==> config.mk <==
export PLATFORM = sky130hd
export DESIGN_NAME = shared_irq_dist
export DESIGN_NICKNAME = d
export VERILOG_FILES = /design/src/rtl/shared_irq_dist.sv
export SDC_FILE = /design/constraint.sdc
export NUM_CORES = 1
export LEC_CHECK = 0
export ABC_AREA = 1
export BUFFER_PORTS_ARGS = -buffer_cell sky130_fd_sc_hd__buf_4
export CAP_MARGIN = 20
export CORE_ASPECT_RATIO = 1.4
export CORE_MARGIN = 2
export CORE_UTILIZATION = 45
export CTS_CLUSTER_DIAMETER = 40
export DETAILED_ROUTE_END_ITERATION = 8
export MAX_ROUTING_LAYER = met4
export PLACE_DENSITY_LB_ADDON = 0.12
export SLEW_MARGIN = 20
export SYNTH_ARGS = -nofsm -noshare
export SYNTH_HDL_FRONTEND = slang
export SYNTH_SLANG_ARGS = --single-unit
==> constraint.sdc <==
create_clock -name clk -period 6.3 [get_ports clk]
set_input_delay 0.63 -clock clk [delete_from_list [all_inputs] [get_ports clk]]
set_output_delay 0.63 -clock clk [all_outputs]
set_load 0.01 [all_outputs]
==> src/rtl/shared_irq_dist.sv <==
module shared_irq_dist #(
  parameter int NUM_CPU = 4,
  parameter int NUM_SRC = 8
) (
  input  logic                 clk,
  input  logic                 rst_n,
  input  logic                 reg_wr,
  input  logic [15:0]          reg_addr,
  input  logic [31:0]          reg_wdata,
  output logic [31:0]          reg_rdata,
  input  logic [NUM_SRC-1:0]   src_in,
  input  logic [NUM_CPU-1:0]   cpu_en,
  input  logic [NUM_CPU-1:0]   cpu_ack,
  input  logic [NUM_CPU-1:0]   cpu_eoi,
  output logic [NUM_CPU-1:0]   irq_req,
  output logic [NUM_CPU*8-1:0] irq_id
);
  localparam int IW = (NUM_SRC > 1) ? $clog2(NUM_SRC) : 1;
  localparam logic [7:0] BASE_ID = 8'd32;

  logic               dist_en;
  logic [1:0]         mode [NUM_SRC];
  logic [NUM_SRC-1:0] rfix;
  logic [7:0]         rcpu [NUM_SRC];
  logic [NUM_SRC-1:0] s1, s2, s3, elat, active, busy, ack_hit, edge_det;
  logic [NUM_CPU-1:0] pv, sv, gv;
  logic [IW-1:0]      pidx [NUM_CPU];
  logic [IW-1:0]      sidx [NUM_CPU];
  logic [IW-1:0]      gidx [NUM_CPU];

  wire sel_ctl = reg_addr == 16'h0000;
  wire sel_trg = reg_addr[15:8] == 8'h01 && reg_addr[1:0] == 2'b00;
  wire sel_rte = reg_addr[15:12] == 4'h1 && reg_addr[1:0] == 2'b00;

  always_ff @(posedge clk) begin
    if (!rst_n) begin
      dist_en <= 1'b0;
      rfix    <= '0;
      for (int i = 0; i < NUM_SRC; i++) begin
        mode[i] <= 2'd0;
        rcpu[i] <= 8'd0;
      end
    end else if (reg_wr) begin
      if (sel_ctl) dist_en <= reg_wdata[0];
      for (int i = 0; i < NUM_SRC; i++) begin
        if (sel_trg && reg_addr[7:2] == 6'(i / 16))
          mode[i] <= reg_wdata[2*(i%16) +: 2];
        if (sel_rte && reg_addr[11:2] == 10'(i)) begin
          rfix[i] <= reg_wdata[31];
          rcpu[i] <= reg_wdata[7:0];
        end
      end
    end
  end

  always_comb begin
    reg_rdata = '0;
    if (sel_ctl) reg_rdata[0] = dist_en;
    for (int i = 0; i < NUM_SRC; i++) begin
      if (sel_trg && reg_addr[7:2] == 6'(i / 16))
        reg_rdata[2*(i%16) +: 2] = mode[i];
      if (sel_rte && reg_addr[11:2] == 10'(i))
        reg_rdata = {rfix[i], 23'd0, rcpu[i]};
    end
  end

  for (genvar i = 0; i < NUM_SRC; i++) begin : g_src
    assign edge_det[i] = (mode[i] == 2'd2) ? (s2[i] & ~s3[i]) :
                         (mode[i] == 2'd3) ? (~s2[i] & s3[i]) : 1'b0;
    assign active[i]   = mode[i][1] ? elat[i] : (s2[i] ^ mode[i][0]);
  end

  always_comb begin
    busy    = '0;
    ack_hit = '0;
    for (int c = 0; c < NUM_CPU; c++) begin
      if (pv[c]) busy[pidx[c]] = 1'b1;
      if (sv[c]) busy[sidx[c]] = 1'b1;
      if (pv[c] && cpu_ack[c]) ack_hit[pidx[c]] = 1'b1;
    end
  end

  always_comb begin
    logic [NUM_SRC-1:0] taken;
    taken = '0;
    gv    = '0;
    for (int c = 0; c < NUM_CPU; c++) begin
      gidx[c] = '0;
      if (dist_en && cpu_en[c] && !pv[c] && !sv[c])
        for (int i = NUM_SRC - 1; i >= 0; i--)
          if (active[i] && !busy[i] && !taken[i] && (!rfix[i] || rcpu[i] == 8'(c))) begin
            gv[c]   = 1'b1;
            gidx[c] = IW'(i);
          end
      if (gv[c]) taken[gidx[c]] = 1'b1;
    end
  end

  always_ff @(posedge clk) begin
    if (!rst_n) begin
      {s1, s2, s3, elat} <= '0;
      pv <= '0;
      sv <= '0;
      for (int c = 0; c < NUM_CPU; c++) begin
        pidx[c] <= '0;
        sidx[c] <= '0;
      end
    end else begin
      s1 <= src_in;
      s2 <= s1;
      s3 <= s2;
      for (int i = 0; i < NUM_SRC; i++)
        elat[i] <= mode[i][1] & ((elat[i] & ~ack_hit[i]) | edge_det[i]);
      for (int c = 0; c < NUM_CPU; c++) begin
        if (pv[c] && cpu_ack[c]) begin
          pv[c]   <= 1'b0;
          sv[c]   <= 1'b1;
          sidx[c] <= pidx[c];
        end else if (gv[c]) begin
          pv[c]   <= 1'b1;
          pidx[c] <= gidx[c];
        end
        if (sv[c] && cpu_eoi[c]) sv[c] <= 1'b0;
      end
    end
  end

  assign irq_req = pv;
  for (genvar c = 0; c < NUM_CPU; c++) begin : g_out
    assign irq_id[c*8 +: 8] = pv[c] ? BASE_ID + 8'(pidx[c]) : 8'd0;
  end
endmodule


==> summary.txt, run 1 <==
Worst-Skew Late Latency: 0.43 ns
Hpwl dp: 22500 um
Slew @ Worst Pin: 0.833 ns
# IOs: 139
Post-route clock period utilization: 69.9%
Post-synth top flop: edfxtp_1
Drt drc: 0
Horiz. Die Dim: 126 um
Crit path max-delay family: simple AND/OR/NAND/NOR gates
Max-cap viol count: 0
Most frequent cells after synthesis: nand2_1, nor2_1, inv_1, edfxtp_1, nand3_1
Largest net degree at the start of global routing: 49
Clock transition at path regs: 0.07 ns
Share of post-route cells with drive strength above 1: 17.9%
NumNets Final: 1421
CP Capture Type: register
Antenna cell count: 0
Number of flops mapped to enable cells by yosys: 104
Synthesized flop and latch total: 153
Syn Area/Cell: 7.45 um2
Die H: 175 um
Yosys top cell area share: 33.1%
Critical Path RT: 6.47 ns
Yosys warning count: 0
Resize count post-CTS: 0
Yosys cell types: 58
Total Neg Setup Slack: 0 ns
Starting Density: 45.9%
CTS Hold Bufs: 0
Fin. Hold Viols: 0
Core Util, Final: 52.5%
Syn Inst Count: 1267
RSZ-0062 raised after global routing: no
Vias in the first global route: 8264
Headroom to the max-slew limit: 44.3%
Worst VDD drop: 0.212 mV
Fin. max-slew vios: 0
Filler Cells Inserted: 2067
Sequential share of the synthesized area: 43.4%
Critical path's slowest cell: edfxtp_1
Area growth syn-to-layout: 14.2%
Core Area: 20600 um2
CP startpoint kind: register
Min cycle time layout: 4.41 ns
Drt first-iter violations: 693
Mapped cell area: 9450 um2
Port Buffer Count: 92
Full die area: 22200 um2
GP Congestion: 1.01
Largest area contributor in the netlist: edfxtp_1
Via count: 8495
Tightest Hold Check Type: in2reg
Antenna violations before repair: 0
PwrDens: 222 nW/um2
Sink Count: 153
Drt via density: 5.25
Buf/Inv on CP: 2
CP most frequent cell: nand2_1
Worst path max stage delay: 0.46 ns
First-pass GRT wire length: 43700 um
Drt pass-1 iters: 6
ANT nets after route: 0
Skew final: 0.0119 ns
Wire length per cell: 17.4 um
Critical path type: reg2reg
Crit-path max FO: 8
Fmax: 227 MHz
CTS Buf Count: 17
Final setup fails: 0
Setup bufs post-CTS: 0
Grt total ovfl: 0
GRT Total Usage: 26.6%
Drt total wl: 28100 um
Leakage: 0.00495 uW
H-tree levels: 4
Post-synth ARST share: 0%
Row cnt: 62
Synth top area cells: edfxtp_1, nand2_1, dfxtp_1
Longest Clk Path Bufs: 2
CTS tree: built
Clock root cell: clkbuf_16
Outcome: finished clean
Most frequent cell after synthesis: nand2_1
Worst EP arrival: 4.57 ns
-- cell usage in the layout, fill, tap and decap left out, types with 7 or more instances in the layout --
cell / n
edfxtp_1: 104
nand3_2: 9
nand2_2: 21
o21ai_0: 59
a21oi_1: 49
nor3_1: 23
nand2_1: 265
nor2_1: 180
inv_2: 32
inv_1: 175
nand3_1: 87
nor2_2: 15
o211ai_1: 8
conb_1: 31
buf_4: 93
nand4_1: 31
o221ai_1: 7
clkbuf_16: 18
dfxtp_1: 49
-- report_power, final --
part,internal (uW),switching (uW)
Combinational,74.8,161
Clock,550,458
Sequential,1120,34.6
Total,1740,654
-- stage by stage --
step | power (uW) | area, um2 | setup slack (ns) | hold slack, ns | instances
after global placement | 1400 | 10200 | 1.98 | 0.398 | 1587
after floorplan | 1330 | 9560 | 2.83 | 0.390 | 1297
final | 2390 | 10800 | 1.89 | 0.364 | 1619
after detailed placement | 1410 | 10200 | 1.97 | 0.399 | 1587
after global routing | 2480 | 10800 | 1.48 | 0.365 | 1619
after CTS | 2400 | 10800 | 1.95 | 0.354 | 1619
-- metal layers --
metal  vias to the layer above  wire, um  global-route usage, %
met2                       214     15000                   48.2
met5                         -         0                      -
met1                      3947     10700                   28.4
li1                       4263         -                      -
met3                        71       916                   3.41
met4                         0      1420                   13.0
-- area by class of cell --
class | count | area [um2] | area share, %
multi-input combinational | 872 | 4290 | 39.8
sequential | 153 | 4100 | 38.0
inverter | 213 | 800 | 7.41
timing repair buffer | 93 | 698 | 6.47
clock buffer | 19 | 464 | 4.30
tap | 256 | 320 | 2.97
clock inverter | 13 | 108 | 0.997
-- state kept, by name, summed over array words and instances (netlist names), 8 cells and up --
name  cells
rcpu     64
pidx     12
rfix      8
mode     16
s3        8
s1        8
sidx     12
elat      8
s2        8
-- cells by family after synthesis --
logic type / after synthesis / share of synthesized area, %
AOI/OAI and AO/OA: 174 / 11.4
other: 1 / 0.0397
muxes: 1 / 0.106
buffers and inverters: 272 / 12.3
DFF: 153 / 43.4
and+or+nand+nor: 666 / 32.7
-- path summary, 6_finish.rpt --
path | cells past startpoint | endpoint | start | slack [ns]
hold reg to reg | 2 | s2[5] | s1[5] | 0.41
hold / removal | 2 | sv[0] | cpu_eoi[0] | 0.36
setup reg to reg | 30 | pidx[3][1] | sidx[2][2] | 1.89
setup / recovery | 30 | pidx[3][1] | sidx[2][2] | 1.89
No activity file was read; power rests on OpenSTA's default activity.
==> run 2, diff against run 1 <==
- ABC_AREA: 1 -> 0
- clock period: 6.3 -> 3.6 ns (I/O delays scaled with it)
==> summary.txt, run 2 <==
Outcome: complete, but fails checks
Worst path max stage delay: 0.56 ns
Sink Count: 153
Post-route design area: 14100 um2
Yosys top cell area share: 32.3%
Worst hold path endpoint: s1[6]
RSZ-0062 raised after global routing: yes
Crit-path max FO: 6
Worst EP arrival: 4.78 ns
Core Area: 21100 um2
Max reg flops: 64
Most common cell after layout, fill and taps aside: buf_4
GRT Total Usage: 33.2%
Largest area contributor in the netlist: edfxtp_1
Worst-Skew Late Latency: 0.44 ns
Number of flops mapped to enable cells by yosys: 104
Core Util, Final: 66.7%
Mapped cell area: 9670 um2
Hpwl dp: 28400 um
Leakage: 0.00575 uW
Final setup fails: 20
Fmax: 218 MHz
Largest register by flop count: rcpu
Min cycle time layout: 4.59 ns
Wire length per cell: 21.5 um
Drt via density: 5.81
Row cnt: 63
Drt drc: 0
Clock root cell: clkbuf_16
Worst Hold Depth: 2
Fin. max-slew vios: 0
Syn Inst Count: 1037
Sequential share of the synthesized area: 42.5%
Post-synth top flop: edfxtp_1
Clock transition at path regs: 0.07 ns
CP Capture Type: register
Fin. Hold Viols: 0
Hold_sp: src_in[6]
Area growth syn-to-layout: 45.7%
Largest net degree at the start of global routing: 38
Final instance count without filler cells: 1703
Worst Reg-to-Reg Cells: 16
Biggest regs: rcpu (64), mode (16)
CTS Buf Count: 17
Commonest cells after routing, fill and taps aside: buf_4, nor2_1, edfxtp_1, nand2_1, dfxtp_1
Post-synth ARST share: 0%
Drt pass-1 iters: 7
Critical path's slowest cell: or4_4
Yosys cell types: 98
Die H: 177 um
Buf/Inv on CP: 2
Synthesized flop and latch total: 153
Critical path type: reg2reg
Crit path max-delay family: compound AO/OA/AOI/OAI gates
H-tree levels: 4
Drt total wl: 36500 um
CP most frequent cell: buf_4
Port Buffer Count: 92
Most frequent cells after synthesis: nor2_1, nand2_1, edfxtp_1, dfxtp_1, and2_1
Placed insts: 1630
GP Congestion: 0.957
Final WS setup: -0.986 ns
# IOs: 139
PwrDens: 324 nW/um2
Drt first-iter violations: 628
Skew final: 0.0100 ns
Yosys warning count: 0
CP startpoint kind: register
Horiz. Die Dim: 128 um
R2R Path End: pidx[3][2]
Via count: 9902
Vias in the first global route: 9665
NumNets Final: 1501
Most frequent cell after synthesis: nor2_1
Synth top area cells: edfxtp_1, dfxtp_1, nor2_1
Failing checks: setup timing
First-pass GRT wire length: 54300 um
Headroom to the max-slew limit: 47.4%
ANT nets after route: 0
Share of post-route cells with drive strength above 1: 40.1%
Slew @ Worst Pin: 0.787 ns
Crit path cell chain: nor4bb_1 -> or4_4 -> or3_4 -> o21ai_4 -> a21oi_4 -> buf_4 -> o211ai_4 -> nand3b_4 -> buf_4 -> a31o_2 -> a311o_1 -> a41oi_4 -> a21oi_2 -> o22a_2 -> o31ai_4 -> nand2_2
Post-route clock period utilization: 127%
Antenna cell count: 0
CTS tree: built
R2R Setup Slk: -0.99 ns
Starting Density: 45.8%
Full die area: 22700 um2
Tightest Hold Check Type: in2reg
Post-Place Cell Area: 12600 um2
Max-cap viol count: 0
Grt total ovfl: 0
Critical Path RT: 3.79 ns
Worst VDD drop: 0.414 mV
CTS Hold Bufs: 0
FF-to-FF Start: sidx[2][1]
Total Neg Setup Slack: -11.07 ns
Longest Clk Path Bufs: 2
Syn Area/Cell: 9.32 um2
Antenna violations before repair: 0
Critical path depth in cells: 16
run 2: per-stage QoR:
| stage | total power (uW) | hold slack [ns] | worst slack (ns) |
|---|---|---|---|
| finish | 4560 | 0.127 | -0.986 |
| global route | 4700 | 0.114 | -1.10 |
| detailed placement | 2720 | 0.419 | -1.22 |
| floorplan | 2370 | 0.412 | -0.562 |
| CTS | 4530 | 0.112 | -0.902 |
| global placement | 2720 | 0.415 | -1.22 |
run 2: worst max-delay path by stage:
stage                 from         end
2_1_floorplan   sidx[2][1]  pidx[3][0]
3_3_place_gp   rcpu[0][58]  pidx[3][0]
3_5_place_dp   rcpu[0][58]  pidx[3][2]
4_1_cts        rcpu[0][63]  pidx[3][2]
5_1_grt        rcpu[0][58]  pidx[3][2]
6_report        sidx[2][1]  pidx[3][2]
run 2: cell families (layout without fill, tap and decap cells):
kind of cell    count (synthesis)  count (layout)  share of synthesized area, %
compound gates                205             206                          16.4
xor+xnor                        8               8                         0.725
buf+inv                       109             484                          5.89
flops                         153             153                          42.5
mux                            24              24                          2.95
other cells                     1              31                        0.0388
simple gates                  537             537                          31.5
run 2: power by group:
group / total (uW) / switching (uW) / internal [uW] / leakage, uW
logic: 797 / 420 / 377 / 0.00406
clock network: 1760 / 771 / 989 / 0.000283
registers: 2000 / 51.2 / 1950 / 0.00141
total: 4560 / 1240 / 3320 / 0.00575
run 2: final cells by class:
| cell class | count | area (um2) |
|---|---|---|
| multi-input combinational | 806 | 5740 |
| inverter | 26 | 97.6 |
| clock buffer | 21 | 493 |
| clock inverter | 11 | 80.1 |
| timing repair buffer | 426 | 3250 |
| fill | 1767 | 7040 |
| sequential | 153 | 4100 |
| tap | 260 | 325 |
run 2: metal layers:
metal / share of wire (%) / vias to the layer above / track usage [%]
met5: 0 / - / -
met4: 5.4 / 0 / 16.6
met3: 4.3 / 102 / 4.01
met2: 53 / 363 / 60.3
met1: 37 / 4786 / 35.3
li1: - / 4651 / -
run 2: what timing repair did:
action	CTS	global route
buffers inserted	18	24
gates cloned	1	0
setup endpoints to repair	21	20
pin swaps	30	30
gates resized for setup	79	27
